**config.mk**
```make
export PLATFORM = sky130hd
export DESIGN_NAME = i2c_addr_match
export DESIGN_NICKNAME = d
export VERILOG_FILES = /design/src/rtl/addr_match_pkg.sv /design/src/rtl/addr_match_rst_sync.sv /design/src/rtl/addr_slot_cmp.sv /design/src/rtl/addr_flag_bank.sv /design/src/rtl/i2c_addr_match.sv
export SDC_FILE = /design/constraint.sdc
export NUM_CORES = 1
export LEC_CHECK = 0
export BUFFER_PORTS_ARGS = -buffer_cell sky130_fd_sc_hd__buf_2
export CORE_AREA = 4 4 49 51
export DETAILED_ROUTE_END_ITERATION = 6
export DIE_AREA = 0 0 53 55
export PLACE_DENSITY_LB_ADDON = 0.2
export SYNTH_ARGS = -nofsm -noshare
export SYNTH_HDL_FRONTEND = slang
export SYNTH_HIERARCHICAL = 1
export SYNTH_SLANG_ARGS = --single-unit
```
**constraint.sdc**
```tcl
create_clock -name clk -period 1.3 [get_ports clk]
set_clock_uncertainty 0.15 [all_clocks]
set_input_delay 0.26 -clock clk [delete_from_list [all_inputs] [get_ports clk]]
set_output_delay 0.26 -clock clk [all_outputs]
set_load 0.01 [all_outputs]
```
**src/rtl/addr_match_pkg.sv**
```systemverilog
package addr_match_pkg;
  localparam int unsigned ADDR_W   = 7;
  localparam int unsigned SLOTS    = 3;
  localparam int unsigned STATUS_W = 8;
endpackage

```
**src/rtl/addr_match_rst_sync.sv**
```systemverilog
module addr_match_rst_sync (
  input  logic clk,
  input  logic rst_n,
  output logic rst_n_sync
);
  logic [1:0] sync_q;

  always_ff @(posedge clk or negedge rst_n) begin
    if (!rst_n) sync_q <= 2'b00;
    else        sync_q <= {sync_q[0], 1'b1};
  end

  assign rst_n_sync = sync_q[1];
endmodule

```
**src/rtl/addr_slot_cmp.sv**
```systemverilog
module addr_slot_cmp #(
  parameter int unsigned ADDR_W = addr_match_pkg::ADDR_W
) (
  input  logic [ADDR_W:0]   rx_byte,
  input  logic [ADDR_W-1:0] slot_addr,
  input  logic              active,
  output logic              hit
);
  logic addr_eq;
  logic gen_call;

  always_comb begin
    addr_eq  = (rx_byte[ADDR_W:1] == slot_addr);
    gen_call = (rx_byte == '0);
    hit      = active && (addr_eq || gen_call);
  end
endmodule

```
**src/rtl/addr_flag_bank.sv**
```systemverilog
module addr_flag_bank #(
  parameter int unsigned SLOTS = addr_match_pkg::SLOTS
) (
  input  logic             clk,
  input  logic             rst_n,
  input  logic             clear,
  input  logic             cap_ok,
  input  logic [SLOTS-1:0] hit,
  output logic [SLOTS-1:0] flags,
  output logic             ack
);
  logic [SLOTS-1:0] flags_d;
  logic             ack_d;
  logic             any_hit;

  always_comb begin
    any_hit = cap_ok && (hit != '0);
    flags_d = flags;
    ack_d   = 1'b0;
    if (clear) begin
      flags_d = '0;
    end else if (cap_ok) begin
      flags_d = flags | hit;
      ack_d   = any_hit;
    end
  end

  always_ff @(posedge clk or negedge rst_n) begin
    if (!rst_n) begin
      flags <= '0;
      ack   <= 1'b0;
    end else begin
      flags <= flags_d;
      ack   <= ack_d;
    end
  end
endmodule

```
**src/rtl/i2c_addr_match.sv**
```systemverilog
module i2c_addr_match #(
  parameter int unsigned ADDR_W   = addr_match_pkg::ADDR_W,
  parameter int unsigned SLOTS    = addr_match_pkg::SLOTS,
  parameter int unsigned STATUS_W = addr_match_pkg::STATUS_W
) (
  input  logic                    clk,
  input  logic                    rst_n,
  input  logic                    cap_stb,
  input  logic [ADDR_W:0]         rx_byte,
  input  logic [SLOTS*ADDR_W-1:0] slot_addr,
  input  logic                    multi_mode,
  input  logic                    free_fmt,
  input  logic                    if_enable,
  input  logic                    if_reset_req,
  input  logic                    data_wr,
  output logic [STATUS_W-1:0]     status_byte,
  output logic                    ack_req
);
  localparam int unsigned PAD_W = STATUS_W - SLOTS;

  logic             rst_q;
  logic             clear;
  logic             cap_ok;
  logic [SLOTS-1:0] slot_act;
  logic [SLOTS-1:0] hit;
  logic [SLOTS-1:0] flags;

  addr_match_rst_sync u_rst (
    .clk        (clk),
    .rst_n      (rst_n),
    .rst_n_sync (rst_q)
  );

  always_comb begin
    clear  = !if_enable || if_reset_req || data_wr;
    cap_ok = cap_stb && !free_fmt && if_enable;
  end

  for (genvar i = 0; i < SLOTS; i++) begin : g_slot
    if (i == 0) begin : g_base
      assign slot_act[i] = 1'b1;
    end else begin : g_ext
      assign slot_act[i] = multi_mode;
    end

    addr_slot_cmp #(.ADDR_W(ADDR_W)) u_cmp (
      .rx_byte   (rx_byte),
      .slot_addr (slot_addr[i*ADDR_W +: ADDR_W]),
      .active    (slot_act[i]),
      .hit       (hit[i])
    );
  end

  addr_flag_bank #(.SLOTS(SLOTS)) u_flags (
    .clk    (clk),
    .rst_n  (rst_q),
    .clear  (clear),
    .cap_ok (cap_ok),
    .hit    (hit),
    .flags  (flags),
    .ack    (ack_req)
  );

  assign status_byte = {{PAD_W{1'b0}}, flags};
endmodule

```
# Word level (Yosys, flattened, before mapping)
# Index checks and enable logic that the tools add are counted.
# totals
regBits	6
input_bits	37
output_inout_bits	9
word_cells	26
# classes
n_eq_ne	3
muxes	4
bitwise_logic	1
n_reduce_logical	15
# ops
operator	count
== test 7 bit	3
logical NOT 8 bit	1
two-way mux 3 bit	2
logical AND 1 bit	5
logical OR 1 bit	5
OR 3 bit	1
nonzero test 3 bit	1
logical NOT 1 bit	2
two-way mux 1 bit	2
nonzero test 2 bit	1

# Logic depth before layout (Yosys ltp)
# depth
depth_word	7
ltp_mapped	5
mapped_depth_nobuf	5

# By module
# The synthesis kept the hierarchy.
# modules_own_cells
mod	n_inst	cells_each	area_per_inst_um2	seq_area_each_um2
addr_slot_cmp	3	13	105.1	0.0
addr_flag_bank	1	12	148.9	100.1
i2c_addr_match	1	9	62.6	0.0
addr_match_rst_sync	1	3	53.8	50.0

# Least setup slack after synthesis
# Ideal clock, no wire load.
# synth_timing
path_type	input to register
start	input port rx_byte[5]
end	register u_flags.ack
setup_ns	0.080
arrival_time_ns	0.922
required_ns	1.070
setup_slack_ns	0.148
stages	5
path_buffers	0
cell_sequence	nor4_2 -> nand4b_1 -> o21ai_1 -> nor3_2 -> nor3b_2
# synth_between
word_cells_on_any_way	13
cone_classes	eq/ne: 3; mux: 2; reduce/logical: 8
# synth_lines
item	line	text
start: declaration	i2c_addr_match.sv:9	input logic [ADDR_W:0] rx_byte,
== test 7 bit / logical NOT 8 bit (equally long branches)	addr_slot_cmp.sv:13, addr_slot_cmp.sv:14	
logical OR 1 bit *	addr_slot_cmp.sv:15	hit = active && (addr_eq || gen_call);
named net hit[0]	i2c_addr_match.sv:25	logic [SLOTS-1:0] hit;
nonzero test 3 bit *	addr_flag_bank.sv:17	any_hit = cap_ok && (hit != '0);
logical AND 1 bit *	addr_flag_bank.sv:17	
two-way mux 1 bit *	addr_flag_bank.sv:22	end else if (cap_ok) begin
two-way mux 1 bit *	addr_flag_bank.sv:20	if (clear) begin
named net u_flags.ack_d	addr_flag_bank.sv:13	logic ack_d;
end signal: assignment	addr_flag_bank.sv:34	ack <= ack_d;
end: declaration	addr_flag_bank.sv:10	output logic ack
# Mark *: on every way through the listed nets, which the timed path passes. The rest lies on a longest branch.
# A chain may end at the register's enable or synchronous reset.

# Worst setup path in the final report
# layout_timing
start	input port rx_byte[5]
end	register u_flags.ack
# layout_between
elab_chain_cells	7
word_cells_on_any_way	13
cone_classes	eq/ne: 3; mux: 2; reduce/logical: 8
# layout_lines
item	line
== test 7 bit / logical NOT 8 bit (equally long branches)	addr_slot_cmp.sv:13, addr_slot_cmp.sv:14
logical OR 1 bit *	addr_slot_cmp.sv:15
logical AND 1 bit *	addr_slot_cmp.sv:15
named net hit[1]	i2c_addr_match.sv:25
nonzero test 3 bit *	addr_flag_bank.sv:17
logical AND 1 bit *	addr_flag_bank.sv:17
two-way mux 1 bit *	addr_flag_bank.sv:22
two-way mux 1 bit *	addr_flag_bank.sv:20
named net u_flags.ack_d	addr_flag_bank.sv:13
# Marked as above.

==> results.sh <==
export IMPL_setup_slack_ns=0.131
export IMPL_drive_gt1_share_pct=44.4
export IMPL_root_buffer="clkbuf_4"
export IMPL_dp_slack_ns=-0.120
export IMPL_cts_resized=0
export IMPL_synth_seq_cells=6
export IMPL_portBuffers=40
export IMPL_cap_violations=0
export IMPL_n_antenna_cell=0
export IMPL_die_width_um=53
export IMPL_cts_tree="built"
export IMPL_synthToLayoutAreaGrowth_pct=44.4
export IMPL_routed_via_count=593
export IMPL_first_iter_violations=2
export IMPL_power_density_nw_per_um2=638
export IMPL_start_util_pct=29.9
export IMPL_syn_area_um2=581
export IMPL_postSynthAreaPerCell_um2=9.22
export IMPL_worstPathRequired_ns=1.31
export IMPL_leakage_nw=0.365
export IMPL_whs_ns=0.195
export IMPL_cts_setup_buffers=0
export IMPL_drt_wirelength_per_cell_um=11.2
export IMPL_status="finished clean"
export IMPL_yosysTopAreaCell="xnor2_1"
export IMPL_first_pass_iters=2
export IMPL_fin_crit_sh_pct=89.9
export IMPL_final_cells=135
export IMPL_critPathCaptureType="flip-flop"
export IMPL_grt_pass1_vias=612
export IMPL_gp_congestion=0.705
export IMPL_routed_wl_um=1510
export IMPL_dp_hpwl_um=1310
export IMPL_drcViolationCount=0
export IMPL_dp_cells=130
export IMPL_yosysWarningCount=6
export IMPL_setup_violations=0
export IMPL_finalCriticalPeriod_ns=1.17
export IMPL_ant_nets=0
export IMPL_yosysSeqAreaShare_pct=25.9
export IMPL_max_freq_mhz=856
export IMPL_cts_hold_buf=2
export IMPL_p_total_mw=0.535
export IMPL_die_area_um2=2920
export IMPL_critPathKind="input port to flip-flop"
export IMPL_antenna_found_initial=0
export IMPL_timing_rr_end="u_flags/flags[1]$_DFFE_PN0P_"
export IMPL_grt_max_degree=7
export IMPL_slew_viol_final=0
export IMPL_crit_fanout=6
export IMPL_cts_htree_levels=1
export IMPL_r2r_start="u_rst/sync_q[1]$_DFF_PN0_"
export IMPL_ff2ff_setup_slack_ns=0.39
export IMPL_intPower_mw=0.390
export IMPL_max_stage_delay_ns=0.28
export IMPL_worst_hold_path_type="input port to async pin"
export IMPL_sw_frac_of_total_pct=27.1
export IMPL_num_rows=16
export IMPL_synth_top_cell_area_share_pct=31.7
export IMPL_clk_pin_slew_ns=0.05
export IMPL_clock_path_buffers=2
export IMPL_clock_latency_ns=0.23
export IMPL_cts_sinks=6
export IMPL_coreArea_um2=1940
export IMPL_final_cell_mix="buf_2 (40), xnor2_1 (21), conb_1 (8), nand4_1 (6), dfrtp_1 (6)"
export IMPL_critical_path_arrival_ns=1.18
export IMPL_overflow=0
export IMPL_combPwrFrac_pct=33.4
export IMPL_ir_worst_vdd_uv=718
export IMPL_cp_start_kind="input port"
export IMPL_final_common_cell="buf_2"
export IMPL_rr_worst_depth=1
export IMPL_pin_count=46
export IMPL_switchingPower_mw=0.145
export IMPL_grt_total_usage_pct=10.9
export IMPL_rsz0062_at_grt="no"
export IMPL_report_final_hold_viol_count=0
export IMPL_ys_types=15
export IMPL_numCtsBuffers=3
export IMPL_pwr_share_clk_pct=30.8
export IMPL_finalNetCount=147
export IMPL_power_share_sequential_pct=35.8
export IMPL_grt_pass1_wl_um=2400
export IMPL_worst_path_max_delay_cell="nor4_2"
export IMPL_fp_dieH_um=55
export IMPL_synthTopCellsByArea="xnor2_1 (32%), dfrtp_1 (26%), buf_4 (6.5%)"
export IMPL_netlist_instances=63
export IMPL_vias_per_cell=4.39
export IMPL_crit_chain="buf_2 > nor4_2 > nand4b_1 > o21ai_1 > nor3_2 > nor3b_2"
-- power groups by stage --
stage / Clock [mW] / Sequential (mW) / Combinational [mW]
after floorplan: 0 / 0.195 / 0.0926
after global placement: 0 / 0.196 / 0.170
after detailed placement: 0 / 0.196 / 0.173
after CTS: 0.173 / 0.191 / 0.181
after global routing: 0.183 / 0.191 / 0.199
final: 0.165 / 0.191 / 0.179
-- sequential cells by signal, indices dropped and copies added, names as in the netlist --
signal	count
u_rst/sync_q	2
u_flags/ack	1
u_flags/flags	3
-- worst max-delay path, delay by kind of cell --
family | cells | cell delay, ns
AOI/OAI and AO/OA | 1 | 0.16
and+or+nand+nor | 4 | 0.61
buffers and inverters | 1 | 0.16
-- worst max path at each step --
stage | start | end | slack (ns) | cells past startpoint
after floorplan | rx_byte[5] | u_flags/ack$_DFF_PN0_ | 0.15 | 5
after global placement | rx_byte[5] | u_flags/ack$_DFF_PN0_ | -0.12 | 6
after detailed placement | rx_byte[5] | u_flags/ack$_DFF_PN0_ | -0.12 | 6
after CTS | u_flags/flags[0]$_DFFE_PN0P_ | status_byte[0] | 0.13 | 1
after global routing | rx_byte[5] | u_flags/flags[1]$_DFFE_PN0P_ | 0.02 | 6
final | rx_byte[5] | u_flags/ack$_DFF_PN0_ | 0.13 | 6
-- final cells by class --
cell class,count,area (um2)
well taps,27,33.8
repair buffers,42,220
multi-input cells,57,412
clock buffers,3,22.5
fillers,211,1100
flip-flops and latches,6,150
-- cell usage after synthesis (all sizes together) --
library cell,number
o21ai,3
nand4b,3
buf,5
a21oi,3
conb,3
dfrtp,6
nor2,3
and3b,1
xnor2,21
or3b,1
nor3,4
nor4,3
nand4,6
nor3b,1
-- metrics by stage --
step	area [um2]	utilization, %	setup TNS (ns)
floorplan	599	-	0
global route	838	43.2	0
CTS	838	43.2	0
detailed placement	796	41.0	-0.346
global placement	796	41.0	-0.309
finish	838	43.2	0
-- per-layer routing --
metal	vias up	wire [um]	GRT usage [%]
met5	-	0	0
met4	0	0	0.426
met3	0	126	4.02
met2	24	741	19.2
met1	267	643	13.3
li1	302	-	-
-- cell families (layout without fill, tap and decap cells) --
kind of cell / Yosys count / after routing / share of synthesized area (%)
buffers and inverters: 5 / 45 / 6.47
and+or+nand+nor: 22 / 22 / 28.9
DFF: 6 / 6 / 25.9
xor gates and xnor gates: 21 / 21 / 31.7
other: 3 / 8 / 1.94
AOI/OAI and AO/OA: 6 / 6 / 5.17
Power figures use the tool's default switching activity.
